--- src/rtl/dwu_pkg.sv ---
package dwu_pkg;

    localparam int DATA_W = 32;
    localparam int RADR_W = 5;
    localparam int SCAN_W = DATA_W + RADR_W + 1;
    localparam int CTRL_W = 8;
    localparam int DBGC_W = 3;
    localparam int STAT_W = 5;
    localparam int LNKC_W = 6;

    localparam logic [RADR_W-1:0] ADR_DBG_CTRL = 5'h00;
    localparam logic [RADR_W-1:0] ADR_DBG_STAT = 5'h01;
    localparam logic [RADR_W-1:0] ADR_LNK_CTRL = 5'h04;
    localparam logic [RADR_W-1:0] ADR_LNK_DATA = 5'h05;

    // Offsets inside one watchpoint group of eight addresses
    localparam logic [2:0] OFS_AVAL = 3'd0;
    localparam logic [2:0] OFS_AMSK = 3'd1;
    localparam logic [2:0] OFS_DVAL = 3'd2;
    localparam logic [2:0] OFS_DMSK = 3'd3;
    localparam logic [2:0] OFS_CVAL = 3'd4;
    localparam logic [2:0] OFS_CMSK = 3'd5;

    typedef struct packed {
        logic [DATA_W-1:0] aval;
        logic [DATA_W-1:0] amsk;
        logic [DATA_W-1:0] dval;
        logic [DATA_W-1:0] dmsk;
        logic [CTRL_W:0]   cval;   // top bit is the enable
        logic [CTRL_W-1:0] cmsk;
    } wp_cfg_t;

    typedef struct packed {
        logic [DBGC_W-1:0] dbg_ctrl;
        logic [LNKC_W-1:0] lnk_ctrl;
        logic [DATA_W-1:0] lnk_data;
    } misc_regs_t;

    function automatic logic addr_mapped(logic [RADR_W-1:0] a, int nwp);
        logic hit;
        hit = (a == ADR_DBG_CTRL) || (a == ADR_DBG_STAT) ||
              (a == ADR_LNK_CTRL) || (a == ADR_LNK_DATA);
        for (int i = 0; i < nwp; i++) begin
            if ((int'(a[RADR_W-1:3]) == i + 1) && (a[2:0] <= OFS_CMSK)) hit = 1'b1;
        end
        return hit;
    endfunction

endpackage

--- src/rtl/dwu_scan_chain.sv ---
module dwu_scan_chain #(
    parameter int DATA_W = 32,
    parameter int RADR_W = 5,
    localparam int SCAN_W = DATA_W + RADR_W + 1
) (
    input  logic              clk,
    input  logic              rst_n,
    input  logic              shift_en,
    input  logic              scan_in,
    input  logic              load_en,
    input  logic [DATA_W-1:0] load_data,
    output logic              scan_out,
    output logic [SCAN_W-1:0] word_o
);

    typedef struct packed {
        logic [SCAN_W-1:0] sr;
    } chain_t;

    chain_t chain_d, chain_q;

    always_comb begin
        chain_d = chain_q;
        if (shift_en) begin
            chain_d.sr = {scan_in, chain_q.sr[SCAN_W-1:1]};
        end else if (load_en) begin
            chain_d.sr[DATA_W-1:0] = load_data;
        end
    end

    always_ff @(posedge clk or negedge rst_n) begin
        if (!rst_n) chain_q <= '0;
        else        chain_q <= chain_d;
    end

    assign scan_out = chain_q.sr[0];
    assign word_o   = chain_q.sr;

    AST_IDLE_HOLDS: assert property (@(posedge clk) disable iff (!rst_n)
        (!shift_en && !load_en) |=> $stable(word_o));

    AST_NO_OVERLAP: assert property (@(posedge clk) disable iff (!rst_n)
        !(shift_en && load_en));

endmodule

--- src/rtl/dwu_regfile.sv ---
module dwu_regfile
    import dwu_pkg::*;
#(
    parameter int NUM_WP = 2,
    localparam int GRP_W = RADR_W - 3
) (
    input  logic                    clk,
    input  logic                    rst_n,
    input  logic                    wr_en,
    input  logic [RADR_W-1:0]       wr_addr,
    input  logic [DATA_W-1:0]       wr_data,
    input  logic [RADR_W-1:0]       rd_addr,
    output logic [DATA_W-1:0]       rd_data,
    input  logic [STAT_W-1:0]       stat_i,
    output wp_cfg_t [NUM_WP-1:0]    wp_cfg_o
);

    misc_regs_t             misc_d, misc_q;
    wp_cfg_t [NUM_WP-1:0]   wp_d, wp_q;

    always_comb begin
        misc_d = misc_q;
        wp_d   = wp_q;
        if (wr_en) begin
            case (wr_addr)
                ADR_DBG_CTRL: misc_d.dbg_ctrl = wr_data[DBGC_W-1:0];
                ADR_LNK_CTRL: misc_d.lnk_ctrl = wr_data[LNKC_W-1:0];
                ADR_LNK_DATA: misc_d.lnk_data = wr_data;
                default: ;
            endcase
            for (int i = 0; i < NUM_WP; i++) begin
                if (wr_addr[RADR_W-1:3] == GRP_W'(i + 1)) begin
                    case (wr_addr[2:0])
                        OFS_AVAL: wp_d[i].aval = wr_data;
                        OFS_AMSK: wp_d[i].amsk = wr_data;
                        OFS_DVAL: wp_d[i].dval = wr_data;
                        OFS_DMSK: wp_d[i].dmsk = wr_data;
                        OFS_CVAL: wp_d[i].cval = wr_data[CTRL_W:0];
                        OFS_CMSK: wp_d[i].cmsk = wr_data[CTRL_W-1:0];
                        default: ;
                    endcase
                end
            end
        end
    end

    always_comb begin
        rd_data = '0;
        case (rd_addr)
            ADR_DBG_CTRL: rd_data = DATA_W'(misc_q.dbg_ctrl);
            ADR_DBG_STAT: rd_data = DATA_W'(stat_i);
            ADR_LNK_CTRL: rd_data = DATA_W'(misc_q.lnk_ctrl);
            ADR_LNK_DATA: rd_data = misc_q.lnk_data;
            default: ;
        endcase
        for (int i = 0; i < NUM_WP; i++) begin
            if (rd_addr[RADR_W-1:3] == GRP_W'(i + 1)) begin
                case (rd_addr[2:0])
                    OFS_AVAL: rd_data = wp_q[i].aval;
                    OFS_AMSK: rd_data = wp_q[i].amsk;
                    OFS_DVAL: rd_data = wp_q[i].dval;
                    OFS_DMSK: rd_data = wp_q[i].dmsk;
                    OFS_CVAL: rd_data = DATA_W'(wp_q[i].cval);
                    OFS_CMSK: rd_data = DATA_W'(wp_q[i].cmsk);
                    default: ;
                endcase
            end
        end
    end

    always_ff @(posedge clk or negedge rst_n) begin
        if (!rst_n) begin
            misc_q <= '0;
            wp_q   <= '0;
        end else begin
            misc_q <= misc_d;
            wp_q   <= wp_d;
        end
    end

    assign wp_cfg_o = wp_q;

    AST_REGS_NEED_WRITE: assert property (@(posedge clk) disable iff (!rst_n)
        !wr_en |=> ($stable(misc_q) && $stable(wp_q)));

    AST_UNMAPPED_WRITE: assert property (@(posedge clk) disable iff (!rst_n)
        (wr_en && !addr_mapped(wr_addr, NUM_WP)) |=> ($stable(misc_q) && $stable(wp_q)));

    AST_NARROW_UPPER_ZERO: assert property (@(posedge clk) disable iff (!rst_n)
        (rd_addr == ADR_DBG_CTRL) |-> (rd_data[DATA_W-1:DBGC_W] == '0));

endmodule

--- src/rtl/dwu_watch_cmp.sv ---
module dwu_watch_cmp
    import dwu_pkg::*;
(
    input  wp_cfg_t           cfg,
    input  logic [DATA_W-1:0] bus_addr,
    input  logic [DATA_W-1:0] bus_data,
    input  logic [CTRL_W-1:0] bus_ctrl,
    output logic              hit
);

    logic addr_ok, data_ok, ctrl_ok;

    always_comb begin
        addr_ok = ((bus_addr ^ cfg.aval) & ~cfg.amsk) == '0;
        data_ok = ((bus_data ^ cfg.dval) & ~cfg.dmsk) == '0;
        ctrl_ok = ((bus_ctrl ^ cfg.cval[CTRL_W-1:0]) & ~cfg.cmsk) == '0;
        hit     = cfg.cval[CTRL_W] && addr_ok && data_ok && ctrl_ok;
    end

endmodule

--- src/rtl/dbg_watch_unit.sv ---
module dbg_watch_unit
    import dwu_pkg::*;
#(
    parameter int NUM_WP = 2
) (
    input  logic              clk,
    input  logic              rst_n,
    input  logic              shift_en,
    input  logic              update_en,
    input  logic              scan_in,
    output logic              scan_out,
    input  logic [31:0]       bus_addr,
    input  logic [31:0]       bus_data,
    input  logic [7:0]        bus_ctrl,
    output logic [NUM_WP-1:0] bkpt_o
);

    logic [SCAN_W-1:0]     word;
    logic                  wr_en, load_en;
    logic [RADR_W-1:0]     reg_addr;
    logic [DATA_W-1:0]     rd_data;
    wp_cfg_t [NUM_WP-1:0]  wp_cfg;
    logic [NUM_WP-1:0]     hit;

    typedef struct packed {
        logic [NUM_WP-1:0] bkpt;
    } top_state_t;

    top_state_t st_d, st_q;

    assign reg_addr = word[SCAN_W-2:DATA_W];
    assign wr_en    = update_en &&  word[SCAN_W-1];
    assign load_en  = update_en && !word[SCAN_W-1];

    dwu_scan_chain #(.DATA_W(DATA_W), .RADR_W(RADR_W)) chain_i (
        .clk       (clk),
        .rst_n     (rst_n),
        .shift_en  (shift_en),
        .scan_in   (scan_in),
        .load_en   (load_en),
        .load_data (rd_data),
        .scan_out  (scan_out),
        .word_o    (word)
    );

    dwu_regfile #(.NUM_WP(NUM_WP)) regs_i (
        .clk      (clk),
        .rst_n    (rst_n),
        .wr_en    (wr_en),
        .wr_addr  (reg_addr),
        .wr_data  (word[DATA_W-1:0]),
        .rd_addr  (reg_addr),
        .rd_data  (rd_data),
        .stat_i   (STAT_W'(st_q.bkpt)),
        .wp_cfg_o (wp_cfg)
    );

    for (genvar g = 0; g < NUM_WP; g++) begin : g_wp
        dwu_watch_cmp cmp_i (
            .cfg      (wp_cfg[g]),
            .bus_addr (bus_addr),
            .bus_data (bus_data),
            .bus_ctrl (bus_ctrl),
            .hit      (hit[g])
        );

        AST_BKPT_NEEDS_EN: assert property (@(posedge clk) disable iff (!rst_n)
            bkpt_o[g] |-> $past(wp_cfg[g].cval[CTRL_W]));
    end

    always_comb begin
        st_d      = st_q;
        st_d.bkpt = hit;
    end

    always_ff @(posedge clk or negedge rst_n) begin
        if (!rst_n) st_q <= '0;
        else        st_q <= st_d;
    end

    assign bkpt_o = st_q.bkpt;

    AST_STATUS_READ: assert property (@(posedge clk) disable iff (!rst_n)
        (load_en && reg_addr == ADR_DBG_STAT) |=> (word[DATA_W-1:0] == DATA_W'($past(bkpt_o))));

endmodule

--- config.mk ---
export PLATFORM = sky130hd
export DESIGN_NAME = dbg_watch_unit
export DESIGN_NICKNAME = d
export VERILOG_FILES = /design/src/rtl/dwu_pkg.sv /design/src/rtl/dwu_scan_chain.sv /design/src/rtl/dwu_regfile.sv /design/src/rtl/dwu_watch_cmp.sv /design/src/rtl/dbg_watch_unit.sv
export SDC_FILE = /design/constraint.sdc
export NUM_CORES = 1
export LEC_CHECK = 0
export BUFFER_PORTS_ARGS = -buffer_cell sky130_fd_sc_hd__buf_2
export CORE_MARGIN = 2
export CORE_UTILIZATION = 62
export DETAILED_ROUTE_END_ITERATION = 6
export PLACE_DENSITY_LB_ADDON = 0.25
export RECOVER_POWER = 25
export SLEW_MARGIN = 20
export SYNTH_ARGS = -nofsm -noshare
export SYNTH_HDL_FRONTEND = slang
export SYNTH_SLANG_ARGS = --single-unit
export TNS_END_PERCENT = 5
--- constraint.sdc ---
create_clock -name clk -period 2.7 [get_ports clk]
set_clock_uncertainty 0.15 [all_clocks]
set_input_delay 0.54 -clock clk [delete_from_list [all_inputs] [get_ports clk]]
set_output_delay 0.54 -clock clk [all_outputs]
set_load 0.01 [all_outputs]
Word-level counts from Yosys, hierarchy flattened --
Index checks and enable logic that the tools add are counted.
Storage, ports and cells: RAM bits 0, bits in read-only memories 0, bits in registers 371, latch bits 0, memories 0, logic and storage cells 86
Operators by class: order comparisons 0, reduce and logical (&&, ||, !) cells 33, add/sub/neg operators 0, div/mod/pow operators 0, equal/unequal tests 10, muxes and demuxes 7, shifts and indexed selects 0, bitwise logic cells 18, multiply operators 0
Operators with widths (number):
- case mux 32 bit (6 select lines) | 2
- bitwise AND 32 bit | 4
- zero test 32 bit | 4
- two-way mux 32 bit | 4
- NOT 32 bit | 4
- case mux 32 bit (4 select lines) | 1
- XOR 32 bit | 4
- AND reduction 3 bit | 12
- bitwise AND 8 bit | 2
- zero test 8 bit | 2
- NOT 8 bit | 2
- XOR 8 bit | 2
- equality test 5 x 3 -> 1 bit (second input constant) | 2
- logical AND 1 bit | 8
- equality test 3 x 2 -> 1 bit (second input constant) | 2
- equality test 3 bit (second input constant) | 2
- AND reduction 2 bit | 3
- equality test 5 x 1 -> 1 bit (second input constant) | 1
- zero test 5 bit | 1
- equality test 3 x 1 -> 1 bit (second input constant) | 1
- zero test 3 bit | 1
- equality test 2 x 1 -> 1 bit (second input constant) | 1
- equality test 2 bit (second input constant) | 1
- nonzero test 2 bit | 1
- zero test 1 bit | 1

Logic depth before layout (Yosys ltp) --
depth in word-level cells 8, mapped depth 9

Hierarchy --
Synthesis repeated with hierarchy kept, for this count alone.
Unflattened totals: cell total of the unflattened synthesis 1453, area, all modules 19108.3 um^2
By module, submodules not included:
- dwu_regfile | sequential area each 8282.9 um^2, times used 1, cells each 1041, area each 15210.8 um^2
- dwu_watch_cmp | sequential area each 0.0 um^2, times used 2, cells each 127, area each 1023.5 um^2
- dwu_scan_chain | sequential area each 950.9 um^2, times used 1, cells each 153, area each 1780.5 um^2
- dbg_watch_unit | sequential area each 50.0 um^2, times used 1, cells each 5, area each 70.1 um^2

Least setup slack after synthesis --
OpenSTA, ideal clock, no wires.
kind register to register, from reg chain_i.chain_q, in the netlist chain_i.word_o[35], to reg regs_i.wp_q, in the netlist regs_i.wp_cfg_o[162], period minus slack after synthesis 1.987 ns, slack 0.713 ns, data arrival time 1.713 ns, stages on the path, launching flop included 7, path buffers 2, library setup time 0.125 ns, cells stage by stage dfrtp_1 buf_2 and2b_2 nand3_2 nor2_1 buf_4 mux2_2
On the way: cells in the longest elaborated chain, start to end 2
RTL lines:
- start, declared | line dwu_scan_chain.sv:20 | chain_t chain_d, chain_q;
- start signal, assigned | line dwu_scan_chain.sv:33 | else chain_q <= chain_d;
- equality test 2 bit | line dwu_regfile.sv:32 | if (wr_addr[RADR_W-1:3] == GRP_W'(i + 1)) begin
- AND reduction 3 bit (no source line)
- end signal, assigned | line dwu_regfile.sv:77 | wp_q <= wp_d;
- end, declared | line dwu_regfile.sv:19 | wp_cfg_t [NUM_WP-1:0] wp_d, wp_q;
No other way between the ends. A chain may end at the register's enable or synchronous reset.

Worst setup path after layout --
from reg chain_i.chain_q, in the netlist chain_i.word_o[32], to reg chain_i.chain_q, in the netlist chain_i.word_o[7]
On the way: cells in the longest elaborated chain, start to end 8, elaborated cells on any way between the ends 17
RTL lines:
- equality test 5 x 3 -> 1 bit, or another cell as far along | line dwu_regfile.sv:49 | case (rd_addr)
- case mux 32 bit (4 select lines) | line dwu_regfile.sv:49
- case mux 32 bit (6 select lines) | line dwu_regfile.sv:58 | case (rd_addr[2:0])
- two-way mux 32 bit | line dwu_regfile.sv:57 | if (rd_addr[RADR_W-1:3] == GRP_W'(i + 1)) begin
- case mux 32 bit (6 select lines) | line dwu_regfile.sv:58
- two-way mux 32 bit * | line dwu_regfile.sv:57
- two-way mux 32 bit * | line dwu_scan_chain.sv:26 | end else if (load_en) begin
- two-way mux 32 bit * | line dwu_scan_chain.sv:24 | if (shift_en) begin
Mark *: on every way between the ends. The rest lies on a longest branch, timed or not. The select of a mux whose other input is x is not followed.

==> flow_metrics.tcl <==
set metrics [dict create \
    status "finished, violations left" \
    violations "max-capacitance violations, max-slew violations" \
    crit_buf_inv 1 \
    fmax_mhz 394.6 \
    combPwrFrac_pct 26.3 \
    fp.dieH_um 176.1 \
    clockRootBuffer "clkbuf_16" \
    cts_tree "yes" \
    rows 63 \
    chipWidth_um 176.1 \
    cts_max_path_buffers 3 \
    pwr-share-seq_pct 45.2 \
    final_nets 1596 \
    gr-usage-all-layers_pct 39.63 \
    path_clk_slew_ps 70 \
    relSlewSlack_pct -11.33 \
    place_area_mm2 0.01958 \
    ant_nets 0 \
    synth_cells 1432 \
    synthDistinctLibCells 54 \
    p_leak_uw 0.009190 \
    wirelength_um 60850 \
    syn_to_final_growth_pct 13.86 \
    dpl_worst_slack_ps 245.4 \
    seqCellArea_mm2 0.009286 \
    seq_area_frac_synth_pct 50.56 \
    synth_top_area_share_pct 50.56 \
    maxSlewViolCount 25 \
    async_flop_share_pct 100.0 \
    drive_gt1_share_pct 38.09 \
    fill_cells 2002 \
    critPathLaunchType "flip-flop" \
    yosysWarnings 0 \
    via_per_inst 7.155 \
    cp_slowest_stage_delay_ps 580 \
    power.density_mw_per_mm2 959.0 \
    peakVddDrop_uv 560.7 \
    antennaDiodeCount 0 \
    cts_htree_levels 2 \
    swShare_pct 34.20 \
    finalHoldViolCount 0 \
    grt_antenna_before_repair 0 \
    cts_buffers 40 \
    final.setup.tns_ps 0 \
    yosysMostFrequentCell "dfrtp_1" \
    min_path_type "in2reg" \
    vias 13870 \
    p_sw_uw 6856 \
    synth_seq_cells 371 \
    utilization_pct 71.11 \
    end_kind "flip-flop" \
    worstPathCellList "nor2b_2, nand2_1, nor3_4, buf_12, a22oi_1, a211oi_1, a221o_1" \
    synth_edf_count 0 \
    io_buffer_count 79 \
    intPower_uw 13190 \
    hpwlAfterDp_um 41470 \
    globalplace.congestion 0.9976 \
    io_pins 80 \
    first_pass_iters 5 \
    multiInputGateArea_mm2 0.008546 \
    rsz0062_at_grt "false" \
    yosys.area.top_type "dfrtp_1" \
    drc 0 \
    start_util_pct 62.45 \
    drt_iter0_markers 1806 \
    post-route-min-period_ps 2534 \
    syn_nets 1509 \
    crit_required_ps 3010 \
    setup_viol 0 \
    grt_pass1_vias 14000 \
    design.core.area_mm2 0.02940 \
    worst_pin_slew_ps 1670 \
    grt_overflow 0 \
    cap_violations 1 \
    ys.flop_type "dfrtp_1" \
    dieArea_mm2 0.03101 \
    path_delay_family "simple AND/OR/NAND/NOR gates" \
    grt_pass1_wl_um 90290 \
    finalCritPeriodShare_pct 93.85 \
    design_area_mm2 0.02091 \
    synth_area_per_cell_um2 12.82 \
    routedWlPerCell_um 31.38 \
    worst_ep_arrival_time_ps 2850 \
    clk_latency_ps 540 \
    cp_slowest_cell "dfrtp_2" \
    worst_slack_ps 165.9 \
    cts_sinks 371 \
    grt_max_degree 67 \
    power.clock.fraction_pct 28.6 \
    crit_fanout 26 \
    worstSetupPathType "reg2reg" \
    netlist_area_mm2 0.01836 \
    post_synth_most_frequent_cells "dfrtp_1, mux2_2, xnor2_1" \
    yosys-top-cells-area "dfrtp_1, mux2_2, xnor2_1" \
]
repair_timing:
item | 4_1_cts | 5_1_grt
gates resized for setup | 0 | 0
setup buffers | 0 | 0
hold buffers | 1 | 0
hold endpoints to repair | 53 | 0
cells by family (layout without fill, tap and decap cells):
logic type / after synthesis / in the layout / share of synthesized area (%)
AO/OA/AOI/OAI: 321 / 321 / 12.72
buffers and inverters: 115 / 232 / 3.312
XOR/XNOR: 144 / 144 / 6.869
flip-flops: 371 / 371 / 50.56
multiplexers: 364 / 364 / 22.81
AND/OR/NAND/NOR: 117 / 117 / 3.734
cell type report:
class                      count  area share (%)
clock buffer                  60           5.877
clock inverter                12          0.7421
inverter                       2         0.03591
multi-input combinational    946           40.88
sequential                   371           44.42
tap                          390           2.334
timing repair buffer         158           5.716
layout by cell type (no fill, tap or decap), types with 6 or more instances in the layout:
cell,instances
xnor2_1,144
a221oi_1,50
o22a_1,8
buf_12,18
a211oi_1,6
mux2_1,14
dfrtp_1,369
o21ai_0,21
buf_4,53
clkbuf_1,12
clkbuf_8,11
nand4_1,6
clkbuf_16,42
a22o_1,35
mux2_2,331
nor3_1,20
a21oi_1,33
nand2_1,14
o221ai_1,8
mux2i_1,10
a221o_1,13
nor2_1,31
a22oi_1,45
o22ai_1,83
buf_2,77
mux4_2,9
sequential cells by signal, indices dropped and copies added (netlist names):
name	flops
bkpt_o	2
chain_i.word_o	38
regs_i.misc_q	41
regs_i.wp_cfg_o	290
stage by stage:
stage                     total power, uW  hold slack [ps]  cells
after CTS                           19890            90.74   1939
after global placement              13970            332.9   1866
after floorplan                     11900            94.41   1432
after detailed placement            14170            341.7   1866
after global routing                20690            101.8   1939
final                               20050            98.25   1939
power by group through the flow:
stage               Combinational, uW  Clock (uW)  Sequential, uW
finish                           5270        5720            9050
global route                     5510        5980            9200
CTS                              5170        5750            8970
detailed placement               5120           0            9040
global placement                 5000           0            8970
floorplan                        3770           0            8130
worst paths after layout:
path,end,depth (start not counted),from,slack [ps]
setup / recovery,chain_i.word_o[7]$_DFFE_PN0P_,7,chain_i.word_o[32]$_DFFE_PN0P_,170
min in group asynchronous,regs_i.misc_q[2]$_DFFE_PN0P_,2,rst_n,670
hold / removal,chain_i.word_o[37]$_DFFE_PN0P_,2,scan_in,100
max in group asynchronous,regs_i.wp_cfg_o[240]$_DFFE_PN0P_,3,rst_n,320
hold reg to reg,regs_i.misc_q[15]$_DFFE_PN0P_,1,regs_i.misc_q[15]$_DFFE_PN0P_,360
setup reg to reg,chain_i.word_o[7]$_DFFE_PN0P_,7,chain_i.word_o[32]$_DFFE_PN0P_,170
routing by layer:
layer,track usage [%],vias to the layer above,part of all wire (%)
met3,9.884,261,11
met4,23.52,0,6.8
met5,0,-,0
li1,-,5577,-
met1,52.01,7101,38
met2,60.07,934,45
Note: power is estimated with default switching activity, not from simulation.
